### src/rtl/can_fseq_pkg.sv
package can_fseq_pkg;
    localparam int ID_W      = 29;
    localparam int STD_ID_W  = 11;
    localparam int EXT_LO_W  = ID_W - STD_ID_W;
    localparam int DLC_W     = 4;
    localparam int MAX_BYTES = 8;
    localparam int DATA_W    = MAX_BYTES * 8;
    localparam int CRC_W     = 15;
    localparam int EOF_W     = 7;
    localparam int NB_W      = $clog2(MAX_BYTES + 1);
    localparam int CNT_W     = $clog2(DATA_W) + 1;

    typedef enum logic [3:0] {
        F_IDLE     = 4'd0,
        F_SOF      = 4'd1,
        F_ID_A     = 4'd2,
        F_SRR      = 4'd3,
        F_IDE      = 4'd4,
        F_ID_B     = 4'd5,
        F_RTR      = 4'd6,
        F_R1       = 4'd7,
        F_R0       = 4'd8,
        F_DLC      = 4'd9,
        F_DATA     = 4'd10,
        F_CRC      = 4'd11,
        F_CRC_DEL  = 4'd12,
        F_ACK_SLOT = 4'd13,
        F_ACK_DEL  = 4'd14,
        F_EOF      = 4'd15
    } fld_e;
endpackage

### src/rtl/can_field_len.sv
module can_field_len
    import can_fseq_pkg::*;
(
    input  fld_e             fld,
    input  logic [NB_W-1:0]  nbytes,
    output logic [CNT_W-1:0] last_idx
);
    logic [CNT_W-1:0] data_bits;

    always_comb begin
        data_bits = CNT_W'(nbytes) << 3;
        unique case (fld)
            F_ID_A:  last_idx = CNT_W'(STD_ID_W - 1);
            F_ID_B:  last_idx = CNT_W'(EXT_LO_W - 1);
            F_DLC:   last_idx = CNT_W'(DLC_W - 1);
            F_DATA:  last_idx = data_bits - 1'b1;
            F_CRC:   last_idx = CNT_W'(CRC_W - 1);
            F_EOF:   last_idx = CNT_W'(EOF_W - 1);
            default: last_idx = '0;
        endcase
    end
endmodule

### src/rtl/can_field_bit.sv
module can_field_bit
    import can_fseq_pkg::*;
(
    input  fld_e              fld,
    input  logic [CNT_W-1:0]  idx,
    input  logic              ext,
    input  logic              rtr,
    input  logic [ID_W-1:0]   ident,
    input  logic [DLC_W-1:0]  dlc,
    input  logic [DATA_W-1:0] payload,
    input  logic [CRC_W-1:0]  crc,
    output logic              bit_val
);
    logic [STD_ID_W-1:0] hi_sh;
    logic [EXT_LO_W-1:0] lo_sh;
    logic [DLC_W-1:0]    dlc_sh;
    logic [DATA_W-1:0]   dat_sh;
    logic [CRC_W-1:0]    crc_sh;

    always_comb begin
        hi_sh  = (ext ? ident[ID_W-1 -: STD_ID_W] : ident[STD_ID_W-1:0]) << idx;
        lo_sh  = ident[EXT_LO_W-1:0] << idx;
        dlc_sh = dlc << idx;
        dat_sh = payload << idx;
        crc_sh = crc << idx;
        unique case (fld)
            F_SOF, F_R1, F_R0: bit_val = 1'b0;
            F_ID_A:            bit_val = hi_sh[STD_ID_W-1];
            F_ID_B:            bit_val = lo_sh[EXT_LO_W-1];
            F_IDE:             bit_val = ext;
            F_RTR:             bit_val = rtr;
            F_DLC:             bit_val = dlc_sh[DLC_W-1];
            F_DATA:            bit_val = dat_sh[DATA_W-1];
            F_CRC:             bit_val = crc_sh[CRC_W-1];
            default:           bit_val = 1'b1;
        endcase
    end
endmodule

### src/rtl/can_field_seq.sv
module can_field_seq
    import can_fseq_pkg::*;
(
    input  logic              clk,
    input  logic              rst_n,
    input  logic              start,
    input  logic              bit_tick,
    input  logic              ext_fmt,
    input  logic              remote,
    input  logic [ID_W-1:0]   ident,
    input  logic [DLC_W-1:0]  dlc,
    input  logic [DATA_W-1:0] payload,
    input  logic [CRC_W-1:0]  crc_in,
    output logic              busy,
    output logic              tx_bit,
    output logic [3:0]        field,
    output logic              done
);
    fld_e              fld_q, fld_d, succ;
    logic [CNT_W-1:0]  idx_q, idx_d, last_idx;
    logic              done_q, done_d, capture;
    logic              ext_q, rtr_q;
    logic [ID_W-1:0]   id_q;
    logic [DLC_W-1:0]  dlc_q;
    logic [DATA_W-1:0] pay_q;
    logic [CRC_W-1:0]  crc_q;
    logic [NB_W-1:0]   nby_q, nby_in;
    logic              bit_val;

    // Data byte count: zero for remote frames, clamped to MAX_BYTES otherwise
    always_comb begin
        if (remote)
            nby_in = '0;
        else if (dlc > DLC_W'(MAX_BYTES))
            nby_in = NB_W'(MAX_BYTES);
        else
            nby_in = NB_W'(dlc);
    end

    can_field_len u_len (
        .fld      (fld_q),
        .nbytes   (nby_q),
        .last_idx (last_idx)
    );

    can_field_bit u_bit (
        .fld     (fld_q),
        .idx     (idx_q),
        .ext     (ext_q),
        .rtr     (rtr_q),
        .ident   (id_q),
        .dlc     (dlc_q),
        .payload (pay_q),
        .crc     (crc_q),
        .bit_val (bit_val)
    );

    // Successor field once the current one has been fully retired
    always_comb begin
        unique case (fld_q)
            F_IDLE:     succ = F_SOF;
            F_SOF:      succ = F_ID_A;
            F_ID_A:     succ = ext_q ? F_SRR : F_RTR;
            F_SRR:      succ = F_IDE;
            F_IDE:      succ = ext_q ? F_ID_B : F_R0;
            F_ID_B:     succ = F_RTR;
            F_RTR:      succ = ext_q ? F_R1 : F_IDE;
            F_R1:       succ = F_R0;
            F_R0:       succ = F_DLC;
            F_DLC:      succ = (nby_q == '0) ? F_CRC : F_DATA;
            F_DATA:     succ = F_CRC;
            F_CRC:      succ = F_CRC_DEL;
            F_CRC_DEL:  succ = F_ACK_SLOT;
            F_ACK_SLOT: succ = F_ACK_DEL;
            F_ACK_DEL:  succ = F_EOF;
            F_EOF:      succ = F_IDLE;
        endcase
    end

    always_comb begin
        fld_d   = fld_q;
        idx_d   = idx_q;
        done_d  = 1'b0;
        capture = 1'b0;
        unique case (fld_q)
            F_IDLE: begin
                if (start) begin
                    fld_d   = F_SOF;
                    idx_d   = '0;
                    capture = 1'b1;
                end
            end
            default: begin
                if (bit_tick) begin
                    if (idx_q == last_idx) begin
                        fld_d  = succ;
                        idx_d  = '0;
                        done_d = (fld_q == F_EOF);
                    end else begin
                        idx_d = idx_q + 1'b1;
                    end
                end
            end
        endcase
    end

    // State register
    always_ff @(posedge clk or negedge rst_n) begin
        if (!rst_n) begin
            fld_q  <= F_IDLE;
            idx_q  <= '0;
            done_q <= 1'b0;
        end else begin
            fld_q  <= fld_d;
            idx_q  <= idx_d;
            done_q <= done_d;
        end
    end

    // Frame description captured at start
    always_ff @(posedge clk or negedge rst_n) begin
        if (!rst_n) begin
            ext_q <= 1'b0;
            rtr_q <= 1'b0;
            id_q  <= '0;
            dlc_q <= '0;
            pay_q <= '0;
            crc_q <= '0;
            nby_q <= '0;
        end else if (capture) begin
            ext_q <= ext_fmt;
            rtr_q <= remote;
            id_q  <= ident;
            dlc_q <= dlc;
            pay_q <= payload;
            crc_q <= crc_in;
            nby_q <= nby_in;
        end
    end

    // Outputs
    always_comb begin
        busy   = (fld_q != F_IDLE);
        field  = fld_q;
        tx_bit = bit_val;
        done   = done_q;
    end
endmodule

### config.mk
export PLATFORM = sky130hd
export DESIGN_NAME = can_field_seq
export DESIGN_NICKNAME = d
export VERILOG_FILES = /design/src/rtl/can_fseq_pkg.sv /design/src/rtl/can_field_len.sv /design/src/rtl/can_field_bit.sv /design/src/rtl/can_field_seq.sv
export SDC_FILE = /design/constraint.sdc
export NUM_CORES = 1
export LEC_CHECK = 0
export ABC_AREA = 1
export BUFFER_PORTS_ARGS = -buffer_cell sky130_fd_sc_hd__buf_2
export CAP_MARGIN = 10
export CORE_MARGIN = 3
export CORE_UTILIZATION = 55
export CTS_CLUSTER_SIZE = 30
export DETAILED_ROUTE_END_ITERATION = 10
export PLACE_DENSITY = 0.87
export SLEW_MARGIN = 20
export SYNTH_ARGS = -nofsm -noshare
export SYNTH_HDL_FRONTEND = slang
export SYNTH_SLANG_ARGS = --single-unit
### constraint.sdc
create_clock -name clk -period 5.7 [get_ports clk]
set_clock_uncertainty 0.1 [all_clocks]
set_input_delay 1.14 -clock clk [delete_from_list [all_inputs] [get_ports clk]]
set_output_delay 1.14 -clock clk [all_outputs]
set_load 0.005 [all_outputs]
---- After elaboration in Yosys (flattened, before gate mapping) ----
Cells that the tools add are included.
word-level totals
  memory bits (read-only) ................. 0
  word-level logic and storage cells ...... 66
  RAM bits ................................ 0
  output and inout port bits .............. 7
  bits in latches ......................... 0
  register bits ........................... 130
  memories kept ........................... 0
operators by class
  add/sub/neg operators ................... 2
  multipliers ............................. 0
  bitwise operators ....................... 0
  order comparisons ....................... 1
  mux-type cells .......................... 23
  divide/modulo/power cells ............... 0
  equal/unequal tests ..................... 17
  shift-type cells ........................ 5
  reduce and logical (&&, ||, !) cells .... 8
operator list
  kind                                                                count
  64-bit by 7-bit left shift with 64-bit output                       1
  4-bit one-hot mux with 15 select lines                              1
  7-bit one-hot mux with 6 select lines                               1
  4-bit == test, second input constant                                8
  4-bit 2-to-1 mux                                                    7
  7-bit 2-to-1 mux                                                    4
  18-bit by 7-bit left shift with 18-bit output                       1
  4-bit by 3-bit == test with 1-bit output, second input constant     4
  15-bit by 7-bit left shift with 15-bit output                       1
  11-bit 2-to-1 mux                                                   1
  11-bit by 7-bit left shift with 11-bit output                       1
  4-bit by 2-bit == test with 1-bit output, second input constant     2
  4-bit zero test                                                     2
  1-bit one-hot mux with 8 select lines                               1
  7-bit by 1-bit adder with 7-bit output, second input constant       1
  7-bit == test                                                       1
  4-bit by 7-bit left shift with 4-bit output                         1
  7-bit by 1-bit subtractor with 7-bit output, second input constant  1
  1-bit 2-to-1 mux                                                    6
  4-bit by 1-bit == test with 1-bit output, second input constant     1
  4-bit > comparator, second input constant                           1
  2-bit nonzero test                                                  2
  4-bit nonzero test                                                  1
  3-bit 2-to-1 mux                                                    1
  5 further kinds                                                     5

---- Depth between registers and ports, before layout ----
Gate-level depths: netlist of the first run.
  depth after elaboration ................. 6
  mapped depth ............................ 15
  gate-level depth less buffers ........... 14

---- Modules after synthesis ----
From an unflattened synthesis of the first run, not the netlist that was laid out.
unflattened totals
  cells, all modules ...................... 977
  area total of the unflattened synthesis .. 6,909.1 um^2
modules (own cells, without submodules)
  module         times used  seq. area each (um^2)  area an instance (um^2)  cells each
  can_field_seq  1           3,253.1                5,258.8                  612
  can_field_bit  1           0.0                    1,463.9                  328
  can_field_len  1           0.0                    186.4                    37

---- Worst setup path before layout of the first run ----
Ideal clock, no wire load.
  path kind ............................... reg2out
  start point ............................. reg idx_q[0]
  end point ............................... out tx_bit
  data arrival time ....................... 1.442 ns
  slack ................................... 3.018 ns
  required time ........................... 4.460 ns
  cell stages (with the launch flop) ...... 11
  path through ............................ dfrtp_1 buf_2 inv_2 clkbuf_1 a21oi_1 o21ai_0 nand2_1 a41oi_1 nand3_1 nor2_1 nand2_1
between the ends
  cells in the longest elaborated chain, start to end .. 2
  elaborated cells between the ends (all ways) .. 6
ends and longest elaborated chain
  item                                                                   RTL line              source
  start, declared                                                        can_field_seq.sv:20   logic [CNT_W-1:0] idx_q, idx_d, last_idx;
  start signal, assigned                                                 can_field_seq.sv:115  idx_q <= idx_d;
  64-bit by 7-bit left shift with 64-bit output (tied with other cells)  can_field_bit.sv:24   dat_sh = payload << idx;
  1-bit one-hot mux with 8 select lines *                                can_field_bit.sv:26   unique case (fld)
  end, declared                                                          can_field_seq.sv:15   output logic tx_bit,
Every way passes the cells marked *; elsewhere a longest branch is shown, timed or not.

---- Final worst setup path of the first run ----
  start point ............................. reg idx_q[1]
  end point ............................... out tx_bit
Same word-level chain as after synthesis.

==> flow_metrics.tcl, run 1 <==
set metrics [dict create \
    status "complete, no violations" \
    hold_ws_ps 377 \
    hp-class "register to register" \
    utilization_pct 67.4 \
    fillers 977 \
    fp.dieW_um 116 \
    slew-limit-headroom_pct 34.0 \
    finalWorstSetupSlack_ps 1690 \
    initial_core_util_pct 57.2 \
    synthFlopType "dfrtp_1" \
    dpl.hpwl_um 11500 \
    setup-violations-final 0 \
    p_seq_share_pct 36.0 \
    r2r-end "pay_q[8]" \
    globalRoute.totalOverflow 0 \
    avgSynthCellArea_um2 7.16 \
    fin_nets 1155 \
    p_clk_share_pct 23.4 \
    grt_pass1_vias 6152 \
    critPathLaunchType "register" \
    regToRegSetupSlack_ps 2990 \
    post-route-period-util_pct 70.4 \
    dieArea_mm2 0.0135 \
    drt_first_pass_iters 6 \
    antenna_found_initial 0 \
    drive_gt1_share_pct 16.7 \
    fin_crit_ps 4010 \
    leakagePower_nw 4.21 \
    p_per_area_mw_per_mm2 564 \
    peakVddDrop_mv 0.269 \
    synthCells 933 \
    wirelength_um 17500 \
    numCtsBuffers 17 \
    vias_per_cell 5.44 \
    intPower_mw 2.61 \
    first_iter_violations 636 \
    r2r_cells 6 \
    finalHoldViolCount 0 \
    post_drt_wl_per_cell_um 14.7 \
    synth_edf_count 0 \
    hold_buffers 0 \
    cts_setup_buffers 0 \
    placedCellCount 1159 \
    p_sw_share_pct 41.1 \
    clk_latency_ps 420 \
    fin_area_mm2 0.00787 \
    ys_ff_latch 130 \
    grt_usage_pct 27.4 \
    rows 39 \
    area_delta_synth_final_pct 17.8 \
    synth.most_common_cell "nand2_1" \
    vias 6470 \
    syn_area_mm2 0.00668 \
    yosys.area.top_type_share_pct 48.7 \
    power_frac_comb_pct 40.7 \
    crit_end "tx_bit" \
    yosys_warnings 0 \
    final_antenna_net_count 0 \
    synth_area_leaders "dfrtp_1 49%, nand2_1 24%, o21ai_0 5.7%" \
    hold_start "pay_q[29]" \
    synth_top_area_cell "dfrtp_1" \
    post-place-ws_ps 2180 \
    synth_nets 1053 \
    worstPathArrival_ps 2770 \
    reg2reg_from "field[3]" \
    maxSlewViolCount 0 \
    die_y_um 116 \
    p_total_mw 4.43 \
    multi_input_comb_area_mm2 0.00294 \
    portBuffers 124 \
    postPlaceCellArea_mm2 0.00730 \
    worst_pin_slew_ps 984 \
    synth_cell_types 29 \
    ys_top_cells_by_count "428 x nand2_1, 130 x dfrtp_1, 76 x o21ai_0" \
    post_cts_resized 0 \
    final.setup.tns_ps 0 \
    rsz0062_at_grt "no" \
    grt_pass1_wl_um 29000 \
    fmax_mhz 249 \
    cts_tree "yes" \
    seq_area_mm2 0.00325 \
    power.switching_mw 1.82 \
    crit_fanout 35 \
    ys_async_sr_fraction_pct 100 \
    place_congestion 0.916 \
    clkTransAtPathRegs_ps 50 \
    coreArea_mm2 0.0117 \
    clk_path_buf_depth 2 \
    synth_seq_area_share_pct 48.7 \
    worstSetupEndpointType "output pin" \
    required_ps 4460 \
    grt_max_degree 105 \
    layoutNonFillerInstCount 1189 \
    root_buffer "clkbuf_16" \
    drc 0 \
    crit_type "register to output pin" \
    io_pins 125 \
    cts.htree.levels 4 \
    cts_sinks 130 \
    maxCapViolCount 0 \
    startpoint "idx_q[1]" \
    antenna_cells 0 \
]
how the worst min path moves through the flow:
| stage | endpoint | slack, ps | depth (start not counted) |
|---|---|---|---|
| final | pay_q[29] | 380 | 2 |
| after global routing | pay_q[32] | 390 | 2 |
| after CTS | crc_q[13] | 380 | 2 |
| after detailed placement | crc_q[13] | 360 | 2 |
| after global placement | id_q[16] | 360 | 2 |
| after floorplan | crc_q[12] | 340 | 2 |
cell usage in the layout (no fill, tap or decap), drive strengths merged:
cell type / Yosys / layout
nand2: 431 / 431
dfrtp: 130 / 130
buf: 30 / 130
o21ai: 77 / 77
inv: 68 / 68
nor2: 66 / 66
nand3: 56 / 56
clkbuf: 17 / 25
a21oi: 16 / 16
o22ai: 10 / 10
nand4: 8 / 8
o211ai: 5 / 5
clkinv: 1 / 5
nor3: 4 / 4
xor2: 4 / 4
a21boi: 2 / 2
o2111ai: 2 / 2
ha: 2 / 2
a41oi: 1 / 1
nand3b: 1 / 1
or2: 1 / 1
xnor2: 1 / 1
bufinv: 0 / 1
registers in the layout (all words and copies together), names as in the netlist:
register and count:
done 1, pay_q 64, rtr_q 1, idx_q 7
nby_q 4, field 4, id_q 29, dlc_q 4
crc_q 15, ext_q 1
power groups by stage:
stage,clock network (mW),registers (mW),logic [mW]
detailed placement,0,1.59,1.75
CTS,1.04,1.59,1.79
global placement,0,1.59,1.70
global route,1.08,1.64,2.08
finish,1.04,1.59,1.80
floorplan,0,1.51,1.38
cell families after synthesis:
family	Yosys count	share of synthesized area, %
flip-flops	130	48.7
adder cells (fa/ha/maj)	2	0.375
AND/OR/NAND/NOR	567	33.8
AO/OA/AOI/OAI	113	9.09
buffers and inverters	116	7.35
XOR/XNOR	5	0.656
layout make-up:
class,instances,share of cell area (%)
clock inverters,5,0.636
multi-input cells,687,37.3
well taps,143,2.27
clock buffers,25,6.55
inverters,69,3.32
flip-flops and latches,130,41.4
repair buffers,130,8.49
routing by layer:
metal  global-route usage, %  wire, um  part of all wire, %  vias to the layer above
li1                        -         -                    -                     3128
met5                       0         0                    0                        -
met1                    37.7      7470                   43                     2957
met3                    5.49      1340                  7.7                       58
met2                    42.4      8050                   46                      327
met4                    12.6       597                  3.4                        0
critical path, cell delays in order (launching register included):
cell and delay [ps]:
dfrtp_1 360, clkinv_1 770, nand3_1 350, nand2_1 100, nand2_1 60, nand2_1 50
nor2_1 90, nand2_1 60, nand2_1 70, nand2_1 50, nand2_1 50, nand2_1 40
nand2_1 90, nand2_1 70, buf_2 130
Note: power is estimated with default switching activity, not from simulation.
==> run 2: changes to the inputs <==
--- a/config.mk
+++ b/config.mk
@@ -5,7 +5,7 @@
 export SDC_FILE = /design/constraint.sdc
 export NUM_CORES = 1
 export LEC_CHECK = 0
-export ABC_AREA = 1
+export ABC_AREA = 0
 export BUFFER_PORTS_ARGS = -buffer_cell sky130_fd_sc_hd__buf_2
 export CAP_MARGIN = 10
 export CORE_MARGIN = 3
==> constraint.sdc (replaced) <==
create_clock -name clk -period 3.74 [get_ports clk]
set_clock_uncertainty 0.1 [all_clocks]
set_input_delay 0.748 -clock clk [delete_from_list [all_inputs] [get_ports clk]]
set_output_delay 0.748 -clock clk [all_outputs]
set_load 0.005 [all_outputs]
==> flow_metrics.tcl, run 2 <==
set metrics [dict create \
    ys_top_cells_by_count "130 x dfrtp_1, 116 x mux2_2, 30 x nand2_1" \
    dpl.hpwl_um 11000 \
    p_per_area_mw_per_mm2 914 \
    synthFlopType "dfrtp_1" \
    critPathLaunchType "register" \
    layout_common_cells "129 x dfrtp_1, 123 x buf_2, 116 x mux2_2" \
    coreArea_mm2 0.0115 \
    required_ps 2890 \
    largest_register_ffs 64 \
    vias 4926 \
    yosys_warnings 0 \
    fmax_mhz 282 \
    cts.htree.levels 4 \
    fin_area_mm2 0.00804 \
    layoutNonFillerInstCount 777 \
    p_sw_share_pct 32.0 \
    maxSlewViolCount 0 \
    crit_fanout 4 \
    final_antenna_net_count 0 \
    cts_tree "yes" \
    fp.dieW_um 115 \
    fin_nets 740 \
    post-route-period-util_pct 94.9 \
    place_congestion 0.870 \
    grt_pass1_wl_um 25900 \
    p_clk_share_pct 27.1 \
    ys_ff_latch 130 \
    drive_gt1_share_pct 52.0 \
    postPlaceCellArea_mm2 0.00730 \
    rows 39 \
    synthCells 499 \
    initial_core_util_pct 56.8 \
    fin_crit_ps 3550 \
    power_frac_comb_pct 36.4 \
    die_y_um 115 \
    status "complete, no violations" \
    startpoint "idx_q[0]" \
    intPower_mw 5.00 \
    clk_latency_ps 420 \
    worstPathArrival_ps 2700 \
    synth_cell_types 58 \
    avgSynthCellArea_um2 13.1 \
    leakagePower_nw 3.53 \
    wirelength_um 16400 \
    root_buffer "clkbuf_16" \
    slew-limit-headroom_pct 52.8 \
    yosys.area.top_type_share_pct 49.7 \
    max_stage_delay_ps 510 \
    clk_path_buf_depth 2 \
    grt_pass1_vias 5087 \
    final.setup.tns_ps 0 \
    final_common_cell "dfrtp_1" \
    p_seq_share_pct 36.5 \
    first_iter_violations 391 \
    fillers 717 \
    finalHoldViolCount 0 \
    synth_edf_count 0 \
    syn_area_mm2 0.00654 \
    synth_nets 619 \
    reg2reg_from "field[1]" \
    dieArea_mm2 0.0132 \
    synth_area_leaders "dfrtp_1 50%, mux2_2 20%, mux4_2 10%" \
    area_delta_synth_final_pct 22.9 \
    reg_top3 "pay_q: 64 flops, id_q: 29 flops, crc_q: 15 flops" \
    placedCellCount 740 \
    hp-class "primary input to async pin" \
    worst_pin_slew_ps 708 \
    regMostFlops "pay_q" \
    utilization_pct 69.8 \
    vias_per_cell 6.34 \
    synth_seq_area_share_pct 49.7 \
    multi_input_comb_area_mm2 0.00307 \
    io_pins 125 \
    drt_first_pass_iters 8 \
    cp_cell_sequence "buf_4, buf_4, mux4_2, a22oi_1, nand3_1, o2111a_1, o2bb2ai_1, o2111ai_1, buf_2" \
    setup-violations-final 0 \
    clkTransAtPathRegs_ps 60 \
    synth.most_common_cell "dfrtp_1" \
    cpMostUsedCell "buf_4" \
    grt_max_degree 49 \
    globalRoute.totalOverflow 0 \
    cts_sinks 130 \
    synth_top_area_cell "dfrtp_1" \
    rsz0062_at_grt "no" \
    seq_area_mm2 0.00326 \
    worstSetupEndpointType "output pin" \
    maxCapViolCount 0 \
    peakVddDrop_mv 0.440 \
    portBuffers 124 \
    numCtsBuffers 17 \
    crit_type "register to output pin" \
    power.switching_mw 2.36 \
    drc 0 \
    grt_usage_pct 25.4 \
    post_drt_wl_per_cell_um 21.1 \
    ys_async_sr_fraction_pct 100 \
    critPathSlowestCell "dfrtp_4" \
    antenna_found_initial 1 \
]
## run 2: cell types whose count changed after synthesis, moves of 6 or more
cell / previous run / this run
nand2_1: 428 / 30
mux2_2: 0 / 116
o21ai_0: 76 / 17
inv_1: 63 / 10
nor2_1: 62 / 10
nand3_1: 55 / 22
mux4_2: 0 / 29
a21oi_1: 16 / 5
o22ai_1: 10 / 0
buf_2: 23 / 16
nor3_1: 4 / 11
nand4_1: 8 / 2
## run 2: power groups by stage
| stage | combinational, mW | sequential, mW | clock, mW |
|---|---|---|---|
| finish | 2.68 | 2.69 | 1.99 |
| global route | 2.89 | 2.75 | 2.06 |
| CTS | 2.62 | 2.69 | 2.01 |
| detailed placement | 2.57 | 2.68 | 0 |
| global placement | 2.46 | 2.64 | 0 |
| floorplan | 2.17 | 2.35 | 0 |
## run 2: layer usage
layer  up-vias  routed length, um  track usage [%]
met4         0                628             11.3
met1      2469               6310             33.7
met5         -                  0                0
met3        69               1310             6.16
met2       266               8170             40.2
li1       2122                  -                -
## run 2: cell type report
cell class	instances	area share, %
clock inverters	12	3.13
clock buffers	20	5.68
multi-input cells	318	38.1
diodes	1	0.0311
inverters	10	0.467
flip-flops and latches	130	40.5
well taps	143	2.22
repair buffers	143	9.83
## run 2: final timing paths
kind	end	slack (ps)	depth (start not counted)
max	tx_bit	190	9
max reg2reg	field[3]	770	7
max in group asynchronous	pay_q[51]	2640	2
min reg2reg	id_q[20]	400	1
min in group clk	id_q[20]	400	1
min	idx_q[5]	110	1
## run 2: logic make-up (layout without fill, tap and decap cells)
group | Yosys count | in the layout | synth area share (%)
compound gates | 59 | 59 | 6.73
xor+xnor | 3 | 3 | 0.402
mux | 149 | 149 | 30.6
buf+inv | 51 | 185 | 3.58
fa+ha+maj | 2 | 2 | 0.382
other cells | 0 | 1 | 0
flops | 130 | 130 | 49.7
simple gates | 105 | 105 | 8.62
## run 2: timing repair
action / CTS / global route
gates resized for setup: 1 / 0
hold buffers: 0 / 0
pin swaps: 0 / 0
buffers inserted: 0 / 4
endpoints found under the setup margin: 1 / 1
gates cloned: 0 / 0
## run 2: metrics by stage
stage                     setup slack, ps  hold WS [ps]  total power [mW]
final                                 191           106              7.35
after global routing                  106           114              7.70
after CTS                            66.6           103              7.31
after detailed placement              448           387              5.25
after global placement                511           382              5.09
after floorplan                       915           352              4.52
## run 2: critical path: cells and delay by family, from the launching register on
kind	cells	cell delay [ps]
AO/OA/AOI/OAI	4	720
buffers and inverters	3	510
flip-flops	1	510
multiplexers	1	430
AND/OR/NAND/NOR	1	110
==> run 3: changes to the inputs <==
==> constraint.sdc (replaced) <==
create_clock -name clk -period 3.8 [get_ports clk]
set_clock_uncertainty 0.1 [all_clocks]
set_input_delay 0.76 -clock clk [delete_from_list [all_inputs] [get_ports clk]]
set_output_delay 0.76 -clock clk [all_outputs]
set_load 0.005 [all_outputs]
==> flow_metrics.tcl, run 3 (synthesis gave the netlist of run 2 again) <==
set metrics [dict create \
    cts.htree.levels 4 \
    critPathLaunchType "register" \
    fmax_mhz 276 \
    p_total_mw 7.01 \
    portBuffers 124 \
    finalHoldViolCount 0 \
    layout_common_cells "129 x dfrtp_1, 123 x buf_2, 116 x mux2_2" \
    vias 4872 \
    globalRoute.totalOverflow 0 \
    clk_path_buf_depth 2 \
    layoutNonFillerInstCount 769 \
    cts_setup_buffers 0 \
    p_per_area_mw_per_mm2 884 \
    worst_pin_slew_ps 710 \
    initial_core_util_pct 56.8 \
    grt_usage_pct 26.0 \
    hold_buffers 0 \
    dpl.hpwl_um 11200 \
    crit_fanout 11 \
    clkTransAtPathRegs_ps 60 \
    required_ps 2940 \
    io_pins 125 \
    rsz0062_at_grt "no" \
    finalWorstSetupSlack_ps 182 \
    coreArea_mm2 0.0115 \
    cts_tree "yes" \
    largest_register_ffs 64 \
    wirelength_um 16500 \
    worstPathArrival_ps 2760 \
    utilization_pct 68.9 \
    drc 0 \
    die_y_um 115 \
    clk_latency_ps 420 \
    maxCapViolCount 0 \
    numCtsBuffers 17 \
    slew-limit-headroom_pct 52.7 \
    placedCellCount 737 \
    post_cts_resized 0 \
    setup-violations-final 0 \
    final_common_cell "dfrtp_1" \
    first_iter_violations 474 \
    grt_max_degree 91 \
    dieArea_mm2 0.0132 \
    post_drt_wl_per_cell_um 21.4 \
    antenna_found_initial 0 \
    regMostFlops "pay_q" \
    grt_pass1_wl_um 26200 \
    peakVddDrop_mv 0.425 \
    final.setup.tns_ps 0 \
    post-place-ws_ps 599 \
    cts_sinks 130 \
    fin_crit_ps 3620 \
    final_antenna_net_count 0 \
    leakagePower_nw 3.46 \
    maxSlewViolCount 0 \
    grt_pass1_vias 5001 \
    area_delta_synth_final_pct 21.2 \
    rows 39 \
    drt_first_pass_iters 8 \
    worstSetupEndpointType "output pin" \
    root_buffer "clkbuf_16" \
    antenna_cells 0 \
    fin_nets 733 \
    post-route-period-util_pct 95.2 \
    vias_per_cell 6.34 \
    drive_gt1_share_pct 51.4 \
    fp.dieW_um 115 \
    crit_type "register to output pin" \
    status "complete, no violations" \
    reg_top3 "pay_q: 64 flops, id_q: 29 flops, crc_q: 15 flops" \
    place_congestion 0.890 \
    hp-class "primary input to async pin" \
]
## run 3: layout make-up
| cell class | instances | area, um^2 |
|---|---|---|
| clock buffers | 19 | 443 |
| clock inverters | 13 | 185 |
| fillers | 767 | 3580 |
| inverters | 10 | 37.5 |
| multi-input cells | 318 | 3070 |
| flip-flops and latches | 130 | 3260 |
| well taps | 143 | 179 |
| repair buffers | 136 | 763 |
## run 3: worst max-delay path, cell delays in order (launching register included)
cell       delay (ps)
dfrtp_4           540
buf_4             230
mux4_2            530
mux4_2            470
a21oi_1           170
o2111ai_1         190
buf_2             190
## run 3: report_power, final
part           internal (mW)  leakage, nW  switching (mW)
Combinational           1.50         1.59            1.08
Clock                   1.11        0.291           0.614
Sequential              2.07         1.57           0.638
## run 3: worst paths after layout
path                            from         to  slack, ps  cells past startpoint
min reg2reg                pay_q[19]  pay_q[19]        400                      1
min in group clk           pay_q[19]  pay_q[19]        400                      1
min                            rst_n   pay_q[9]        210                      1
max                         idx_q[0]     tx_bit        180                      6
max in group asynchronous      rst_n   idx_q[0]       2470                      2
max reg2reg                 field[1]   field[3]        980                      7
## run 3: per-stage QoR
step / area, um^2 / hold WS, ps
finish: 7930 / 214
floorplan: 6540 / 364
global placement: 7300 / 384
global route: 7930 / 255
CTS: 7930 / 225
detailed placement: 7300 / 394
## run 3: layer usage
layer	track usage [%]	wire length, um
met4	13.1	709
met1	33.8	6340
met5	0	0
met2	41.4	8210
met3	5.89	1220
